`src/rtl/gs_pwm_pkg.sv`:
```
package gs_pwm_pkg;

  localparam int FC_W = 13;

  // Function control word, blank in bit 0.
  typedef struct packed {
    logic [1:0] rsvd;       // 12:11
    logic [1:0] cap_sel;    // 10:9
    logic [1:0] short_sel;  // 8:7
    logic [1:0] open_sel;   // 6:5
    logic       fault_rpt;  // 4
    logic       es_mode;    // 3
    logic       tmg_rst;    // 2
    logic       auto_rpt;   // 1
    logic       blank;      // 0
  } fc_t;

  localparam fc_t FC_RESET = '{rsvd: 2'b00, cap_sel: 2'b00, short_sel: 2'b00,
                               open_sel: 2'b00, fault_rpt: 1'b0, es_mode: 1'b0,
                               tmg_rst: 1'b0, auto_rpt: 1'b0, blank: 1'b1};

endpackage

```
`src/rtl/gs_latch.sv`:
```
module gs_latch #(
  parameter int NUM_CH = 16,
  parameter int GS_W   = 16,
  parameter int CH_W   = $clog2(NUM_CH)
) (
  input  logic                     clk,
  input  logic                     rst,
  input  logic                     wr,
  input  logic [CH_W-1:0]          wr_ch,
  input  logic [GS_W-1:0]          wr_data,
  input  logic                     load,
  output logic [NUM_CH*GS_W-1:0]   gs_flat
);

  logic [GS_W-1:0] stage1 [NUM_CH];

  // First stage: one write port, no reset needed.
  always_ff @(posedge clk) begin
    if (wr) stage1[wr_ch] <= wr_data;
  end

  // Second stage: every channel is copied at once on a load.
  genvar g;
  generate
    for (g = 0; g < NUM_CH; g++) begin : g_stage2
      always_ff @(posedge clk) begin
        if (rst)       gs_flat[g*GS_W +: GS_W] <= '0;
        else if (load) gs_flat[g*GS_W +: GS_W] <= stage1[g];
      end
    end
  endgenerate

endmodule

```
`src/rtl/gs_timebase.sv`:
```
module gs_timebase #(
  parameter int GS_W = 16
) (
  input  logic            clk,
  input  logic            rst,
  input  logic            clear,
  input  logic            tick,
  input  logic            auto_rpt,
  output logic            step,
  output logic            done,
  output logic [GS_W-1:0] cnt
);

  localparam logic [GS_W-1:0] LAST = {GS_W{1'b1}};

  assign step = tick & ~done & ~clear;

  always_ff @(posedge clk) begin
    if (rst || clear) begin
      cnt  <= '0;
      done <= 1'b0;
    end else if (step) begin
      cnt <= cnt + 1'b1;
      if (cnt == LAST && !auto_rpt) done <= 1'b1;
    end
  end

endmodule

```
`src/rtl/gs_pwm_bank.sv`:
```
module gs_pwm_bank #(
  parameter int NUM_CH     = 16,
  parameter int GS_W       = 16,
  parameter int SEG_BITS   = 7,
  parameter bit ES_SUPPORT = 1'b1
) (
  input  logic                   clk,
  input  logic                   rst,
  input  logic                   clear,
  input  logic                   tick,
  input  logic                   step,
  input  logic                   es_mode,
  input  logic [GS_W-1:0]        cnt,
  input  logic [NUM_CH*GS_W-1:0] gs_flat,
  output logic [NUM_CH-1:0]      out_en
);

  localparam int OFF_W = GS_W - SEG_BITS;

  logic                es_sel;
  logic [SEG_BITS-1:0] seg;
  logic [OFF_W-1:0]    off;
  logic [NUM_CH-1:0]   on_vec;

  generate
    if (ES_SUPPORT) begin : g_es
      assign es_sel = es_mode;
    end else begin : g_no_es
      assign es_sel = 1'b0;
    end
  endgenerate

  assign seg = cnt[GS_W-1 -: SEG_BITS];
  assign off = cnt[OFF_W-1:0];

  genvar g;
  generate
    for (g = 0; g < NUM_CH; g++) begin : g_ch
      logic [GS_W-1:0]     gs;
      logic [OFF_W-1:0]    base;
      logic [SEG_BITS-1:0] rem;
      logic [OFF_W:0]      thr;
      assign gs   = gs_flat[g*GS_W +: GS_W];
      assign base = gs[GS_W-1:SEG_BITS];
      assign rem  = gs[SEG_BITS-1:0];
      assign thr  = {1'b0, base} + {{OFF_W{1'b0}}, (seg < rem)};
      assign on_vec[g] = es_sel ? ({1'b0, off} < thr) : (cnt < gs);
    end
  endgenerate

  always_ff @(posedge clk) begin
    if (rst || clear) out_en <= '0;
    else if (tick)    out_en <= step ? on_vec : '0;
  end

endmodule

```
`src/rtl/gs_pwm_ctrl.sv`:
```
module gs_pwm_ctrl
  import gs_pwm_pkg::*;
#(
  parameter int NUM_CH     = 16,
  parameter int GS_W       = 16,
  parameter int SEG_BITS   = 7,
  parameter bit ES_SUPPORT = 1'b1,
  parameter int CH_W       = $clog2(NUM_CH)
) (
  input  logic              clk,
  input  logic              rst,
  input  logic              gs_tick,
  input  logic              fc_wr,
  input  logic [FC_W-1:0]   fc_data,
  input  logic              gs_wr,
  input  logic [CH_W-1:0]   gs_ch,
  input  logic [GS_W-1:0]   gs_data,
  input  logic              gs_lat,
  output logic [NUM_CH-1:0] out_en,
  output logic              fault_cap,
  output logic [1:0]        open_sel,
  output logic [1:0]        short_sel
);

  fc_t                   fc_q;
  logic                  lat_q;
  logic                  lat_rise;
  logic                  restart;
  logic                  clear;
  logic                  step;
  logic                  done;
  logic                  armed;
  logic                  cap_fire;
  logic [GS_W-1:0]       cnt;
  logic [GS_W-1:0]       cap_point;
  logic [NUM_CH*GS_W-1:0] gs_flat;

  always_ff @(posedge clk) begin
    if (rst)        fc_q <= FC_RESET;
    else if (fc_wr) fc_q <= fc_t'(fc_data);
  end

  always_ff @(posedge clk) begin
    if (rst) lat_q <= 1'b0;
    else     lat_q <= gs_lat;
  end

  assign lat_rise = gs_lat & ~lat_q;
  assign restart  = lat_rise & fc_q.tmg_rst;
  assign clear    = fc_q.blank | restart;

  gs_latch #(.NUM_CH(NUM_CH), .GS_W(GS_W), .CH_W(CH_W)) latch_i (
    .clk(clk), .rst(rst), .wr(gs_wr), .wr_ch(gs_ch), .wr_data(gs_data),
    .load(lat_rise), .gs_flat(gs_flat)
  );

  gs_timebase #(.GS_W(GS_W)) tb_i (
    .clk(clk), .rst(rst), .clear(clear), .tick(gs_tick),
    .auto_rpt(fc_q.auto_rpt), .step(step), .done(done), .cnt(cnt)
  );

  gs_pwm_bank #(.NUM_CH(NUM_CH), .GS_W(GS_W), .SEG_BITS(SEG_BITS),
                .ES_SUPPORT(ES_SUPPORT)) bank_i (
    .clk(clk), .rst(rst), .clear(clear), .tick(gs_tick), .step(step),
    .es_mode(fc_q.es_mode), .cnt(cnt), .gs_flat(gs_flat), .out_en(out_en)
  );

  // Fault capture: fixed slot per period, optionally once per latch.
  assign cap_point = {fc_q.cap_sel, {(GS_W-2){1'b0}}};
  assign cap_fire  = step && (cnt == cap_point) &&
                     (fc_q.fault_rpt || !fc_q.auto_rpt || armed);

  always_ff @(posedge clk) begin
    if (rst) begin
      armed     <= 1'b0;
      fault_cap <= 1'b0;
    end else begin
      fault_cap <= cap_fire;
      if (lat_rise)      armed <= 1'b1;
      else if (cap_fire) armed <= 1'b0;
    end
  end

  assign open_sel  = fc_q.open_sel;
  assign short_sel = fc_q.short_sel;

endmodule

```
`config.mk`:
```
export PLATFORM = sky130hd
export DESIGN_NAME = gs_pwm_ctrl
export DESIGN_NICKNAME = d
export VERILOG_FILES = /design/src/rtl/gs_pwm_pkg.sv /design/src/rtl/gs_latch.sv /design/src/rtl/gs_timebase.sv /design/src/rtl/gs_pwm_bank.sv /design/src/rtl/gs_pwm_ctrl.sv
export SDC_FILE = /design/constraint.sdc
export NUM_CORES = 1
export LEC_CHECK = 0
export ABC_AREA = 1
export BUFFER_PORTS_ARGS = -buffer_cell sky130_fd_sc_hd__buf_2
export CAP_MARGIN = 25
export CORE_MARGIN = 2
export CORE_UTILIZATION = 40
export CTS_BUF_LIST = sky130_fd_sc_hd__clkbuf_2
export DETAILED_ROUTE_END_ITERATION = 6
export PLACE_DENSITY = 0.6
export SYNTH_ARGS = -nofsm -noshare
export SYNTH_HDL_FRONTEND = slang
export SYNTH_HIERARCHICAL = 1
export SYNTH_SLANG_ARGS = --single-unit
```
`constraint.sdc`:
```
create_clock -name clk -period 4.4 [get_ports clk]
set_clock_uncertainty 0.05 [all_clocks]
set_input_delay 0.66 -clock clk [delete_from_list [all_inputs] [get_ports clk]]
set_output_delay 0.66 -clock clk [all_outputs]
set_load 0.1 [all_outputs]
```
==> key figures, run 1 <==
Logic synthesis
  • Post-synthesis simple-gate area fraction: 24.5%
  • Largest family of logic cells by synthesized area: simple AND/OR/NAND/NOR gates
  • Synth Area in Adders: 18.0%
  • Yosys reg bits: 559
  • Number of library cell types mapped by synthesis: 37
  • Post-synthesis compound-gate area fraction: 5.44%
  • Yosys warns: 6
  • Post-synth top area share: 22.2%
  • Yosys top cell by area: edfxtp_1
  • Ys flop type: dfxtp_1
  • Post-synthesis async set-or-reset flop share: 0%
  • Mapped Avg Cell Area: 7.92 µm²
  • Xor/xnor share of the synthesized area: 2.48%
  • Mapped Nets: 4907
  • Mux contribution to synthesized area: 0%
  • Post-synth EDFFs: 256
  • Post-Syn Instances: 4371
  • Mapped cell area: 0.0346 mm²
  • Largest cells by area after synthesis: edfxtp_1 22%, ha_1 18%, dfxtp_1 18%
  • Sequential-to-total area share from yosys stat: 39.7%

Route
  • Remaining antenna violation count: 0
  • Wirelength, routed: 92400 µm
  • Via-per-instance ratio: 4.71
  • Routed length per instance: 15.7 µm
  • Drt pass-1 iters: 5
  • DRC Markers: 0
  • 1st-iter DRT viols: 1710
  • Vias: 27700

STA
  • RSZ-0062 raised after global routing: false
  • Period utilisation layout: 91.7%
  • Max_slew headroom: 31.5%
  • Final Hold Fails: 0
  • Setup violations, final: 0
  • Actual slew at the worst max-slew pin: 1.03 ns
  • Fmax: 248 MHz
  • Final TNS setup: 0 ns
  • Final Max Tran Viols: 0
  • Period minus WS final: 4.03 ns

Clock network
  • H-tree Lvls: 4
  • Clk root buf: clkbuf_2
  • CTS buffer count: 149
  • Skew-Pair Late Insertion Delay: 1.32 ns
  • Worst-path clk slew: 0.11 ns
  • Max Buffers Root-to-Sink: 3
  • Clock sinks: 559
  • CTS tree: yes
  • Post-CTS Setup Bufs: 0

Worst setup path
  • Worst Path Required: 5.57 ns
  • Crit end category: flop
  • Crit Path Max Fanout: 15
  • Startpoint Class: flop
  • CP Class: flop to flop
  • Critical path arrival: 5.21 ns

Finish
  • Commonest non-fill, non-tap cell in the layout: nand2_1
  • Most frequent cells in the layout: 1136 x nand2_1, 717 x nor2_1, 657 x inv_1
  • Share of layout cells above drive strength 1: 9.37%
  • Area of the multi-input gates: 0.0174 mm²
  • Number of fill cells: 8730
  • Area grow syn2layout: 10.9%
  • Fin util: 45.0%
  • NumNets Final: 5159
  • Sequential cell area: 0.0138 mm²

Global route
  • Met1 Usage GRT: 27.6%
  • GR peak layer: met2
  • Total grt overflow: 0
  • Largest net degree at the start of global routing: 199
  • GRT Util Overall: 21.0%
  • GRT met2 Usage: 35.2%
  • Global-route wire length before repair: 145000 µm
  • Vias in the first global route: 26300
  • Met3 global-route usage: 3.35%
  • Initial antenna violation count: 5

Run status
  • Status: finished clean

Die
  • Starting Density: 40.5%
  • # rows: 107
  • Core Footprint: 0.0854 mm²
  • Die Width: 298 µm
  • Die H: 298 µm
  • I/O pin cnt: 60
  • Die footprint: 0.0889 mm²

Power and ir drop
  • Leakage: 19.2 nW
  • Max VDD drop: 0.000157 V
  • Power Density: 297 mW/mm²

Flow run
  • Number of max-cap violations: 0

Place
  • HPWL after DPL: 58100 µm
  • Routability cong.: 0.835
  • I/O Buffers: 57

Min path
  • Hold crit path type: input pin to flop
[layout make-up]
| class | instances | area share [%] |
|---|---|---|
| clock inverters | 46 | 0.958 |
| well taps | 1144 | 3.73 |
| flip-flops and latches | 559 | 35.9 |
| clock buffers | 229 | 2.98 |
| diodes | 2 | 0.0130 |
| inverters | 673 | 6.60 |
| repair buffers | 204 | 4.40 |
| multi-input cells | 3036 | 45.4 |
[routing by layer]
metal / share of wire, % / routed length (µm) / up-vias
li1: - / - / 14500
met1: 47 / 43100 / 12600
met2: 46 / 42800 / 534
met3: 4.9 / 4530 / 124
met4: 2.2 / 2040 / 0
met5: 0 / 0 / -
[metrics by stage]
stage	power, mW	setup slack [ns]	instance area (µm²)	cells	hold WS (ns)
CTS	11.6	0.326	38400	5891	0.0126
global placement	7.39	0.424	36100	5541	0.402
global route	12.1	0.0453	38400	5892	0.145
detailed placement	7.42	0.375	36100	5541	0.402
floorplan	7.04	0.694	34600	4371	0.381
finish	11.4	0.366	38400	5893	0.204
[final timing paths]
check                                       from               end  slack (ns)  cells after the start
worst max-delay path                tb_i/cnt[13]  bank_i/out_en[5]        0.37                     21
worst min-delay path                         rst         fault_cap        0.20                      3
worst max register to register      tb_i/cnt[13]  bank_i/out_en[5]        0.37                     21
worst min register to register  bank_i/out_en[5]  bank_i/out_en[5]        0.42                      2
[critical path, stage by stage (launching register included)]
cell and delay (ns):
dfxtp_2 0.58, buf_12 0.25, ha_1 0.27, a21oi_1 0.13
nor2_1 0.05, a2111oi_0 0.56, buf_4 0.21, ha_1 0.18
ha_1 0.20, nand2_1 0.09, nor2_1 0.11, nand2_1 0.09
nor3_1 0.19, xor2_1 0.17, ha_1 0.26, nand3_1 0.11
nor2_1 0.05, nor2_1 0.08, nand2_1 0.05, nand2_1 0.05
nand3_1 0.09, a21oi_1 0.12
[power breakdown]
part           switching (mW)  total [mW]  internal (mW)
sequential              0.150        5.80           5.65
clock                    2.24        4.03           1.79
combinational           0.989        1.55          0.563
[synth_stat cells (2+ instances only)]
master,instances
edfxtp_1,256
a21o_1,36
xor2_1,82
a21oi_1,211
nor2_2,2
nand3_2,15
o21a_1,13
nor2_1,718
a2111oi_0,16
xnor2_1,16
inv_1,658
nand4_1,44
clkbuf_8,4
ha_1,497
nor4_1,12
o21ai_0,59
nor3_2,3
nor3_1,44
dfxtp_1,303
clkbuf_1,5
buf_4,35
nand2_1,1136
inv_2,14
buf_2,16
buf_6,42
nor2_4,15
nand3_1,109
[kinds of logic after synthesis]
group / after synthesis
compound gates: 338
xor+xnor: 98
fa+ha+maj: 497
buf+inv: 776
flops: 559
simple gates: 2103
[timing repair]
item	CTS	global route
gates resized for setup	0	2
hold endpoints to repair	677	0
setup endpoints to repair	0	1
hold buffers	75	0
[registers in the layout, indices dropped and copies added, names as in the netlist]
register,count
tb_i/done,1
latch_i/gs_flat,256
armed,1
latch_i/stage1,256
short_sel,2
bank_i/out_en,16
fc_q,5
open_sel,2
fault_cap,1
lat_q,1
cap_point,2
tb_i/cnt,16
(Power assumes the default switching activity.)
==> run 2, diff against run 1 <==
Settings changed: CORE_UTILIZATION 40 to 65, PLACE_DENSITY 0.6 to 0.87, SETUP_SLACK_MARGIN set to 0.5.
==> run 2 against run 1 <==
  * The run now ends with DRC left
  * Critical path type unchanged
  * Routed wire length shrank 1.8%
  * First-iteration DRC count grew 70%
  * Die area shrank 38%
  * Highest routed layer unchanged
  * Non-clock buffer count grew 8
  * Critical path depth shrank 1
==> key figures, run 2 (synthesis gave the netlist of run 1 again) <==
Run status
  • Status: finished with violations
  • Failing checks: DRC

Finish
  • Largest registers: latch_i/gs_flat: 256 flops, latch_i/stage1: 256 flops
  • Share of layout cells above drive strength 1: 9.66%
  • Most frequent cells in the layout: 1136 x nand2_1, 716 x nor2_1, 656 x inv_1
  • NumNets Final: 5160
  • Commonest non-fill, non-tap cell in the layout: nand2_1
  • Final Instance Area: 0.0378 mm²
  • Post-Layout Cell Count: 5433
  • Area grow syn2layout: 9.25%

Place
  • HPWL after DPL: 55000 µm
  • DP Cell Count: 5077
  • I/O Buffers: 57
  • Routability cong.: 0.863
  • Placed cell area: 0.0355 mm²

Worst setup path
  • Capturing point of the worst reg2reg path: bank_i/out_en[11]
  • Crit Path Max Fanout: 10
  • Worst Path Required: 5.59 ns
  • R2R setup slack: 0.53 ns
  • Setup crit end: bank_i/out_en[11]
  • Reg-to-reg startpoint: tb_i/cnt[11]
  • Startpoint Class: flop
  • Crit end category: flop
  • Worst Reg2Reg Path Length in Cells: 20
  • Critical path arrival: 5.06 ns
  • Crit path from: tb_i/cnt[11]
  • CP Class: flop to flop

Die
  • Core Footprint: 0.0527 mm²
  • Starting Density: 65.7%
  • Die H: 235 µm
  • # rows: 84
  • Die footprint: 0.0551 mm²
  • I/O pin cnt: 60
  • Die Width: 235 µm

Power and ir drop
  • Max VDD drop: 0.000261 V
  • Leakage: 19.2 nW
  • Power Density: 289 mW/mm²

Route
  • Routed length per instance: 16.7 µm
  • Vias: 29800
  • Remaining antenna violation count: 0
  • 1st-iter DRT viols: 2912
  • Wirelength, routed: 90800 µm
  • DRC Markers: 7
  • Via-per-instance ratio: 5.48
  • Drt pass-1 iters: 7

STA
  • Final TNS setup: 0 ns
  • Final Max Tran Viols: 0
  • Period minus WS final: 3.87 ns
  • Max_slew headroom: 24.5%
  • Setup violations, final: 0
  • Fmax: 258 MHz
  • Final Hold Fails: 0
  • Period utilisation layout: 88.0%
  • Actual slew at the worst max-slew pin: 1.13 ns
  • RSZ-0062 raised after global routing: true

Clock network
  • Clk root buf: clkbuf_2
  • Worst-path clk slew: 0.15 ns
  • Skew-Pair Late Insertion Delay: 1.34 ns
  • Clock sinks: 559
  • CTS buffer count: 142
  • Max Buffers Root-to-Sink: 3
  • CTS tree: yes
  • H-tree Lvls: 4

Min path
  • Hold Crit Start: fc_wr
  • Hold crit path type: input pin to flop

Global route
  • Global-route wire length before repair: 139000 µm
  • GRT Util Overall: 31.9%
  • Largest net degree at the start of global routing: 219
  • Initial antenna violation count: 4
  • Vias in the first global route: 28100
  • Total grt overflow: 0

Flow run
  • Number of max-cap violations: 0
## run 2: cell count changes in the layout (fill, tap and decap cells not counted), sizes merged
cell and delta:
dlygate4sd3 -2, bufinv -7, buf +9, inv +2, clkbuf -6
## run 2: worst min path at each step
stage / end / depth (start not counted)
floorplan: fc_q[0] / 2
global placement: fc_q[0] / 2
detailed placement: bank_i/out_en[2] / 2
CTS: open_sel[1] / 4
global route: open_sel[0] / 4
finish: short_sel[1] / 4
## run 2: layout make-up
class,instances,area (µm²)
Multi-Input combinational cell,3036,17500
Fill cell,3753,14800
Sequential cell,559,13800
Inverter,673,2540
Timing Repair Buffer,212,1830
Clock buffer,222,1110
Tap cell,688,861
Clock inverter,41,161
Antenna cell,2,5.00
## run 2: critical path, cell delays in order (launching register included)
cell	delay [ns]
dfxtp_4	0.44
buf_12	0.18
ha_4	0.22
a21oi_2	0.17
a21oi_1	0.10
a2111oi_2	0.41
ha_2	0.26
ha_1	0.19
nand2_1	0.10
nor2_1	0.14
nand2_1	0.10
nor3_2	0.23
xor2_1	0.22
ha_1	0.30
nand3_1	0.11
nand2_1	0.06
nor2_1	0.12
nand2_1	0.07
nand2_1	0.07
nand3_1	0.13
a21oi_2	0.13
## run 2: per-stage QoR
stage	util, %	power [mW]	setup WS [ns]	hold slack, ns
after floorplan	-	7.04	0.694	0.381
after detailed placement	67.4	7.39	0.240	0.402
after CTS	71.3	10.9	0.427	0.0175
after global placement	67.4	7.31	0.389	0.396
after global routing	71.8	11.4	0.392	0.208
final	71.8	10.9	0.528	0.218
## run 2: timing repair
action                                  CTS  global route
gates resized for setup                   8            24
endpoints found under the hold margin   669             0
endpoints found under the setup margin    5            15
pin swaps                                 0             5
cloned                                    0             1
setup buffers                             0            16
hold buffers                             73             0
## run 2: where the power goes
| part | total [mW] | switching, mW | leakage [nW] | internal, mW |
|---|---|---|---|---|
| registers | 5.80 | 0.154 | 4.83 | 5.65 |
| clock network | 3.52 | 2.18 | 1.02 | 1.34 |
| logic | 1.60 | 1.02 | 13.3 | 0.573 |
| total | 10.9 | 3.36 | 19.2 | 7.56 |
## run 2: per-layer routing
| layer | wire length, µm | GRT usage (%) | up-vias |
|---|---|---|---|
| li1 | - | - | 14500 |
| met1 | 34800 | 38.5 | 13500 |
| met2 | 41500 | 52.6 | 1398 |
| met3 | 8640 | 6.06 | 417 |
| met4 | 5830 | 19.8 | 0 |
| met5 | 0 | 0 | - |
